==> config.mk <==
export PLATFORM = sky130hd
export DESIGN_NAME = ndiv_frac_split
export DESIGN_NICKNAME = d
export VERILOG_FILES = /design/src/rtl/ndiv_frac_split_pkg.sv /design/src/rtl/nfs_det_scale.sv /design/src/rtl/nfs_clamp.sv /design/src/rtl/nfs_frac.sv /design/src/rtl/ndiv_frac_split.sv
export SDC_FILE = /design/constraint.sdc
export NUM_CORES = 1
export LEC_CHECK = 0
export ABC_AREA = 0
export BUFFER_PORTS_ARGS = -buffer_cell sky130_fd_sc_hd__buf_4
export CORE_MARGIN = 5
export CORE_UTILIZATION = 57
export DETAILED_ROUTE_END_ITERATION = 10
export GPL_TIMING_DRIVEN = 0
export HOLD_SLACK_MARGIN = 0.1
export PLACE_DENSITY_LB_ADDON = 0.3
export SETUP_SLACK_MARGIN = 0.1
export SYNTH_ARGS = -nofsm -noshare
export SYNTH_HDL_FRONTEND = slang
export SYNTH_SLANG_ARGS = --single-unit
==> constraint.sdc <==
create_clock -name clk -period 1.55 [get_ports clk]
set_clock_uncertainty 0.05 [all_clocks]
set_input_delay 0.2325 -clock clk [delete_from_list [all_inputs] [get_ports clk]]
set_output_delay 0.2325 -clock clk [all_outputs]
set_load 0.02 [all_outputs]
==> src/rtl/ndiv_frac_split_pkg.sv <==
package ndiv_frac_split_pkg;
  typedef struct packed {
    logic lo;
    logic hi;
  } sat_t;
endpackage

==> src/rtl/nfs_det_scale.sv <==
module nfs_det_scale #(
  parameter int DET_W   = 7,
  parameter int COEFF_W = 7,
  parameter int ACC_W   = 24
) (
  input  logic signed [DET_W-1:0]   det_cur,
  input  logic signed [DET_W-1:0]   det_cal,
  input  logic signed [DET_W-1:0]   det_lim,
  input  logic        [COEFF_W-1:0] coeff,
  output logic signed [ACC_W-1:0]   prod
);
  localparam int DW = DET_W + 1;

  logic signed [DW-1:0]    diff;
  logic signed [DW-1:0]    lim_x;
  logic signed [DW-1:0]    sel;
  logic signed [ACC_W-1:0] sel_x;
  logic signed [ACC_W-1:0] coeff_x;

  always_comb begin
    diff    = {det_cur[DET_W-1], det_cur} - {det_cal[DET_W-1], det_cal};
    lim_x   = {det_lim[DET_W-1], det_lim};
    sel     = (diff > lim_x) ? lim_x : diff;
    sel_x   = {{(ACC_W-DW){sel[DW-1]}}, sel};
    coeff_x = {{(ACC_W-COEFF_W){1'b0}}, coeff};
    prod    = sel_x * coeff_x;
  end
endmodule

==> src/rtl/nfs_clamp.sv <==
module nfs_clamp
  import ndiv_frac_split_pkg::*;
#(
  parameter int N_W    = 8,
  parameter int FRAC_W = 6,
  parameter int ACC_W  = 24
) (
  input  logic        [N_W-1:0]    n_eff,
  input  logic signed [ACC_W-1:0]  prod,
  input  logic        [N_W-1:0]    max_n,
  output logic        [N_W-1:0]    n_int,
  output logic        [FRAC_W-1:0] frac,
  output sat_t                     sat
);
  localparam int PAD = ACC_W - N_W - FRAC_W;

  logic signed [ACC_W-1:0] req_x;
  logic signed [ACC_W-1:0] raw;
  logic signed [ACC_W-1:0] stage1;
  logic signed [ACC_W-1:0] whole;
  logic signed [ACC_W-1:0] max_x;
  logic signed [ACC_W-1:0] fin;
  logic [ACC_W-N_W-FRAC_W-1:0] unused_hi;

  always_comb begin
    req_x  = {{PAD{1'b0}}, n_eff, {FRAC_W{1'b0}}};
    max_x  = {{(ACC_W-N_W){1'b0}}, max_n};
    raw    = req_x - prod;
    sat.lo = raw[ACC_W-1] || (raw == '0);
    stage1 = sat.lo ? (ACC_W'(1) <<< FRAC_W) : raw;
    whole  = stage1 >>> FRAC_W;
    sat.hi = whole > max_x;
    fin    = sat.hi ? {{PAD{1'b0}}, max_n, {FRAC_W{1'b0}}} : stage1;
  end

  assign n_int     = fin[FRAC_W +: N_W];
  assign frac      = fin[FRAC_W-1:0];
  assign unused_hi = fin[ACC_W-1:N_W+FRAC_W];
endmodule

==> src/rtl/nfs_frac.sv <==
module nfs_frac #(
  parameter int FRAC_W    = 6,
  parameter int SDM_RANGE = 12,
  parameter int SDM_W     = 8
) (
  input  logic [FRAC_W-1:0] frac,
  output logic [SDM_W-1:0]  sdm
);
  localparam int SDM_FULL = SDM_RANGE + 1;
  localparam int SHIFT    = SDM_FULL - FRAC_W;
  localparam int WORD_W   = 2 * SDM_W;

  logic [WORD_W-1:0] word;
  logic [SDM_W-1:0]  unused_lo;

  always_comb begin
    word = ({{(WORD_W-FRAC_W){1'b0}}, frac} << SHIFT) - (WORD_W'(1) << SDM_RANGE);
  end

  assign sdm       = word[SDM_W +: SDM_W];
  assign unused_lo = word[SDM_W-1:0];
endmodule

==> src/rtl/ndiv_frac_split.sv <==
module ndiv_frac_split
  import ndiv_frac_split_pkg::*;
#(
  parameter int N_W       = 8,
  parameter int DET_W     = 7,
  parameter int COEFF_W   = 7,
  parameter int FRAC_W    = 6,
  parameter int SDM_RANGE = 12,
  parameter int SDM_W     = 8,
  parameter int ACC_W     = 24
) (
  input  logic                    clk,
  input  logic                    rst_n,
  input  logic                    in_valid,
  input  logic [N_W-1:0]          n_eff,
  input  logic signed [DET_W-1:0] det_cur,
  input  logic signed [DET_W-1:0] det_cal,
  input  logic signed [DET_W-1:0] det_lim,
  input  logic [COEFF_W-1:0]      coeff,
  input  logic [N_W-1:0]          max_n,
  output logic                    out_valid,
  output logic [N_W-1:0]          n_int,
  output logic [SDM_W-1:0]        sdm_din,
  output logic                    sat_lo,
  output logic                    sat_hi
);
  logic signed [ACC_W-1:0] prod;
  logic [N_W-1:0]          c_n_int;
  logic [FRAC_W-1:0]       c_frac;
  logic [SDM_W-1:0]        c_sdm;
  sat_t                    c_sat;

  logic                    d_valid;
  logic [N_W-1:0]          d_n_int;
  logic [SDM_W-1:0]        d_sdm;
  logic                    d_lo;
  logic                    d_hi;

  nfs_det_scale #(.DET_W(DET_W), .COEFF_W(COEFF_W), .ACC_W(ACC_W)) u_scale (
    .det_cur(det_cur), .det_cal(det_cal), .det_lim(det_lim),
    .coeff(coeff), .prod(prod)
  );

  nfs_clamp #(.N_W(N_W), .FRAC_W(FRAC_W), .ACC_W(ACC_W)) u_clamp (
    .n_eff(n_eff), .prod(prod), .max_n(max_n),
    .n_int(c_n_int), .frac(c_frac), .sat(c_sat)
  );

  nfs_frac #(.FRAC_W(FRAC_W), .SDM_RANGE(SDM_RANGE), .SDM_W(SDM_W)) u_frac (
    .frac(c_frac), .sdm(c_sdm)
  );

  always_comb begin
    d_valid = in_valid;
    d_n_int = n_int;
    d_sdm   = sdm_din;
    d_lo    = sat_lo;
    d_hi    = sat_hi;
    if (in_valid) begin
      d_n_int = c_n_int;
      d_sdm   = c_sdm;
      d_lo    = c_sat.lo;
      d_hi    = c_sat.hi;
    end
  end

  always_ff @(posedge clk or negedge rst_n) begin
    if (!rst_n) begin
      out_valid <= 1'b0;
      n_int     <= '0;
      sdm_din   <= '0;
      sat_lo    <= 1'b0;
      sat_hi    <= 1'b0;
    end else begin
      out_valid <= d_valid;
      n_int     <= d_n_int;
      sdm_din   <= d_sdm;
      sat_lo    <= d_lo;
      sat_hi    <= d_hi;
    end
  end
endmodule

==> results.md, run 1 <==
Global route:
- The wire length of the first global-routing pass is 23.4 mm.
- Entering global routing, the biggest net connects 17 pins.
- The number of antenna violations at the first check in global routing is 0.
- The total track usage is 28.0%.
- The number of global-route vias before repair came to 5,091.
- Global routing finished with a remaining overflow of 0.

Critical path:
- STA classifies the critical path endpoint as a register.
- In this design, the stage delay of the slowest critical-path cell is 640 ps.
- Counting both buffers and inverters, the worst setup path holds a total of 9.
- The cell at the slowest stage of the critical path is fa_2.
- The data arrival time of the critical path is 9410 ps.
- The kind of cell with the highest combined delay on the critical path is adder cells.
- The required arrival time at the worst endpoint is 1670 ps.
- The setup path with the least slack is of type in -> reg.
- The top fanout value on the critical path is 5.
- The kind of start point of the critical path is a primary input.

Clock tree:
- Clock-pin slew was measured on the worst setup and hold paths at 60 ps.
- TritonCTS built the clock tree.
- Clock latency on the worst-skew pair, taken at its later pin, is 250 ps.
- The H-tree depth reported by CTS is 1.
- The clock passes through at most 2 buffers.
- The clock drives 16 sinks.
- Clock tree synthesis inserted a total of 3 buffers.
- The root buffer cell is clkbuf_8.

Timing:
- The final worst hold slack is 220 ps.
- The number of slew-limit violations in the final report is 0.
- The minimum clock period after layout is 9290 ps.
- Setup repair after global routing could not meet its margin everywhere.
- The worst path uses 599% of the clock period.
- In this run the tightest slew margin relative to its limit is 39.4%.
- In the post-route analysis, the smallest setup slack over all paths is -7740 ps.
- Static timing analysis puts the maximum clock frequency at 108 MHz.
- The final-report hold violation count is 0.
- The number of endpoints failing setup at the final stage is 15.
- At the pin with the least slew margin, the transition time is 902 ps.
- Setup total negative slack on the finished layout was measured at -113,400 ps.

Layout:
- The number of nets in the layout is 876.
- The antenna diode count is 0.
- In the layout the commonest cells are inv_1, buf_4, ha_1.
- The layout cell share with drive strength beyond 1 is 34.7%.
- The area growth from synthesis to layout is 38.6%.

Synth:
- The prevailing post-synth register cell is dfrtp_1.
- In this run, synthesis inferred 0 flip-flops with an integrated enable.
- The number of storage elements in the synthesis netlist is 16.
- The number of instances in the synthesized netlist is 591.
- The number of warnings reported in the yosys synthesis log is 0.
- The mapped cell area is 4750 um2.
- Counting flops with an async set or reset pin after synthesis yields a share of 100%.
- Sequential cells were found to cover 8.43% of the synthesized design area.
- Each instance of the synthesized netlist takes up on average 8.03 um2.
- After synthesis, the largest area contributor takes up 21.9% of total cell area.
- By area the synthesized netlist is led by fa_1, ha_1, inv_1.
- In this run, distinct cell masters in the synthesized netlist total 52.
- The synthesized design spends more area on one cell type than any other, namely fa_1.
- The synthesized netlist net count is 752.

Floorplanning:
- For this design the top-level I/O count stands at 66.
- The x dimension of the die is 101 um.
- The floorplan step defined a die boundary enclosing 10,300 um2.
- In this run the vertical extent of the chip is 101 um.
- The floorplan row count is 33.
- The initial utilization of the core area, before any placement, comes to 58.1%.
- The standard cell core area is 8180 um2.

Placed design:
- At the placement stage, the worst setup path has a slack of -8570 ps.
- The congestion estimate from routability-driven global placement came to 0.973.
- Buffers placed on the I/O ports in this run total 59.
- The HPWL after detailed placement is 10.4 mm.

Drt:
- In this run, the number of DRC markers left after iteration 0 of detailed routing was 283.
- For this block, the via count after detailed routing is 4,820.
- Dividing the detail-routed via count by the number of cells gives 5.89.
- In the routed design, unresolved DRC markers number 0.
- The count of nets left with antenna violations once routing finished came out at 0.
- The final routed wirelength across all metal layers is 14.2 mm.
- The length of the first detailed-routing pass in iterations is 6.
- The routed length per instance is 17.3 um.

Run status:
- The flow ran to the end, but the final reports show violations.
- The checks that failed: setup timing.

Worst hold path:
- The class of the worst hold path is in -> reg.

Flow run:
- The tool flagged a number of max-cap violations equal to 0.
-- metrics by stage --
step / std cells / instance area (um2) / util (%)
2_1_floorplan: 591 / 4950 / -
3_3_place_gp: 755 / 5530 / 67.6
3_5_place_dp: 755 / 5530 / 67.6
4_1_cts: 807 / 6350 / 77.7
5_1_grt: 819 / 6580 / 80.5
6_report: 819 / 6580 / 80.5
-- what timing repair did --
| item | CTS | global route |
|---|---|---|
| gates resized for setup | 71 | 33 |
| pin swaps | 62 | 47 |
| hold endpoints to repair | 17 | 0 |
| hold buffers | 2 | 0 |
| buffers inserted | 47 | 12 |
| endpoints found under the setup margin | 15 | 15 |
-- sequential cells by signal, summed over array words and instances, names as in the netlist --
register and count:
n_int 8, out_valid 1, sat_hi 1, sat_lo 1
sdm_din 5
-- synth_stat cells (4+ instances only) --
master / count
a21o_1: 6
a21oi_1: 30
a31o_2: 10
a31oi_1: 20
buf_2: 8
buf_4: 4
clkbuf_1: 22
dfrtp_1: 16
fa_1: 52
ha_1: 62
inv_1: 123
mux2i_1: 9
nand2_1: 49
nand3_1: 4
nand4_1: 22
nor2_1: 26
o211a_1: 4
o211ai_1: 7
o21a_1: 12
o21ai_0: 30
o22ai_1: 11
xnor2_1: 13
xor2_1: 9
-- worst min-delay path: cells and delay by family --
| family | cells | cell delay [ps] |
|---|---|---|
| and+or+nand+nor | 1 | 50 |
| buffers and inverters | 1 | 120 |
| AOI/OAI and AO/OA | 1 | 70 |
-- layer usage --
| metal | routed length (um) | vias to the layer above | track usage, % |
|---|---|---|---|
| met5 | 0 | - | 0 |
| met1 | 5600 | 2304 | 34.9 |
| met4 | 395 | 0 | 8.08 |
| li1 | - | 2234 | - |
| met2 | 7220 | 228 | 50.7 |
| met3 | 981 | 54 | 3.51 |
-- path summary, 6_finish.rpt --
kind	start	endpoint	slack (ps)	depth (start not counted)
max in group asynchronous	rst_n	n_int[1]	950	2
setup reg to reg	n_int[0]	n_int[0]	580	2
setup / recovery	det_cur[0]	n_int[3]	-7740	42
hold reg to reg	sat_lo	sat_lo	470	1
min in group asynchronous	rst_n	n_int[2]	320	2
hold / removal	max_n[1]	n_int[1]	220	3
-- logic make-up after synthesis --
kind of cell               count (synthesis)  synth area share, %
AOI/OAI and AO/OA                        149                 20.9
xor gates and xnor gates                  23                 4.40
adders and majority gates                114                 38.3
buffers and inverters                    157                 12.9
DFF                                       16                 8.43
muxes                                     11                 2.37
and+or+nand+nor                          121                 12.7
-- layout make-up --
type / instances / area [um2]
Inverter: 123 / 477
Timing Repair Buffer: 120 / 941
Multi-Input combinational cell: 418 / 4360
Buffer: 33 / 215
Clock buffer: 4 / 55.1
Tap cell: 105 / 131
Sequential cell: 16 / 400
Fill cell: 554 / 1600
Power of run 1 is left out: the tool's default activity adds up to more than one toggle a clock period on the data nets, which glitch-free logic cannot reach.
==> run 2: changes to the inputs <==
==> constraint.sdc (replaced) <==
create_clock -name clk -period 1.55 [get_ports clk]
set_clock_uncertainty 0.05 [all_clocks]
set_input_delay 0.0775 -clock clk [delete_from_list [all_inputs] [get_ports clk]]
set_output_delay 0.0775 -clock clk [all_outputs]
set_load 0.02 [all_outputs]
==> results.md, run 2 (synthesis results as in run 1) <==
Layout:
- The filler cell count is 534.
- The number of antenna diodes in the final layout is 0.
- The library cells used most frequently in the layout, excluding fill and tap cells, are inv_1, buf_4, ha_1.
- The post-layout instance count excluding filler cells is 826.
- At the end of the flow, the number of nets in the layout was 883.
- The area used by multi-input combinational logic is 4350 um2.
- In the final layout, the share of cells above drive strength 1 is 34.3%.
- The register with the most flip-flops is n_int.
- The largest registers in the layout are n_int x8, sdm_din x5.
- The final standard cell utilization of the core is 81.3%.
- The area growth from synthesis to layout is 39.9%.
- Across the whole layout, storage elements account for 400 um2.
- The number of flip-flops under the largest register name is 8.

Timing:
- The final-report hold violation count is 0.
- The number of slew-limit violations in the final report is 0.
- The maximum frequency from static timing analysis is 110 MHz.
- Setup repair after global routing could not meet its margin everywhere.
- Summed over all failing endpoints, the final setup total negative slack is -110,490 ps.
- The slew at the pin closest to its max-slew limit is 904 ps.
- The minimum clock period after layout is 9100 ps.
- The final cycle utilization of the critical path is 587%.
- The worst max-slew margin expressed relative to the limit is 39.3%.
- The number of endpoints failing setup at the final stage is 15.
- Once routing completed, OpenROAD measured the worst setup slack at -7550 ps.

Floorplanning:
- The die covers 10,300 um2.
- The x dimension of the die is 101 um.
- The die boundary height is 101 um.
- For this configuration, the core starts out at a cell density of 58.1%.
- The floorplan has 33 rows.
- The standard cell core area is 8180 um2.
- 66 I/O pins were placed.

Global route:
- The number of antenna violations at the first check in global routing is 0.
- The pin count of the biggest net entering global routing is 17.
- The number of global-route vias before repair is 5,187.
- The total congestion overflow is 0.
- The first global-routing pass estimated 23.9 mm of wire.
- Across every metal layer, demand over resource in global routing totals 28.6%.

Critical path:
- The number of buffers and inverters on the critical path is 9.
- At the worst endpoint, the required time is 1670 ps.
- The kind of start point of the critical path is a primary input.
- Broken down by cell family, the worst path's largest delay share belongs to adder cells.
- On the worst path, the slowest cell contributes a delay of 640 ps.
- The top fanout value on the critical path is 5.
- The cell at the slowest stage of the critical path is fa_2.
- The data arrival time of the critical path is 9220 ps.
- The type of the worst setup path is in -> reg.
- The endpoint kind of the worst setup timing path is a register.

Run status:
- The flow ran to the end, but the final reports show violations.
- The final reports fail on setup timing.

Clock tree:
- The clock sink total is 16.
- The tree is rooted in a clkbuf_8.
- The clock latency on the worst-skew pair is 250 ps.
- In this run the number of H-tree levels came out at 1.
- TritonCTS created 3 clock buffers.
- TritonCTS built the clock tree.
- The clock edge transition at the registers on the reported setup and hold paths is 60 ps.
- The clock passes through at most 2 buffers.

Drt:
- The routed length per instance is 17.7 um.
- After detailed routing, the number of vias per cell comes to 5.88.
- For this block, the via count after detailed routing is 4,853.
- The length of the first detailed-routing pass in iterations is 5.
- The number of nets with antenna violations after detailed routing is 0.
- After the first detailed-routing iteration, the DRC count stood at 316.
- Wires add up to 14.6 mm.
- The remaining design rule violation count is 0.

Placed design:
- The final HPWL from detailed placement is 10.4 mm.
- After detailed placement, the design holds a cell count of 755.
- The congestion estimate from routability-driven global placement came to 0.973.
- The quantity of I/O buffers inserted on ports is 59.
- OpenSTA, run right after detailed placement, puts the worst setup slack at -8410 ps.

Worst hold path:
- The class of the worst hold path is in -> async.

Flow run:
- The reported max-cap violation count is 0.
-- run 2: routing by layer --
layer	vias up	GRT usage [%]	wire (um)
met5	-	0	0
li1	2249	-	-
met3	48	3.79	1060
met1	2318	35.2	5700
met2	238	52.0	7460
met4	0	8.49	380
-- run 2: final cells by class --
type	count	share of cell area, %
Multi-Input combinational cell	418	65.5
Timing Repair Buffer	127	15.2
Inverter	123	7.18
Sequential cell	16	6.03
Buffer	33	3.24
Tap cell	105	1.98
Clock buffer	4	0.829
-- run 2: repair_timing --
| action | in CTS | in global routing |
|---|---|---|
| setup buffers | 47 | 12 |
| resized for setup | 71 | 32 |
| endpoints found under the setup margin | 15 | 15 |
| hold endpoints to repair | 24 | 0 |
| pin swaps | 62 | 47 |
| hold buffers | 9 | 0 |
-- run 2: per-stage QoR --
step           instance area, um2  hold WS (ps)
4_1_cts                      6420           142
6_report                     6640           168
3_3_place_gp                 5530          -109
3_5_place_dp                 5530          -105
5_1_grt                      6640           184
2_1_floorplan                4950          -268
-- run 2: worst paths after layout --
kind | from | endpoint | slack (ps) | cells past startpoint
max reg2reg | n_int[0] | n_int[0] | 520 | 2
min in group clk | max_n[0] | n_int[0] | 220 | 3
min | rst_n | sat_lo | 170 | 2
max | det_cur[0] | n_int[3] | -7550 | 42
min reg2reg | sat_lo | sat_lo | 470 | 1
max in group asynchronous | rst_n | n_int[1] | 1100 | 2
-- run 2: worst reg2reg max path, stage by stage, from the launching register on --
cell and delay [ps]:
dfrtp_1 400, mux2_2 290, o22a_1 170
Power of run 2 is left out for the same reason.
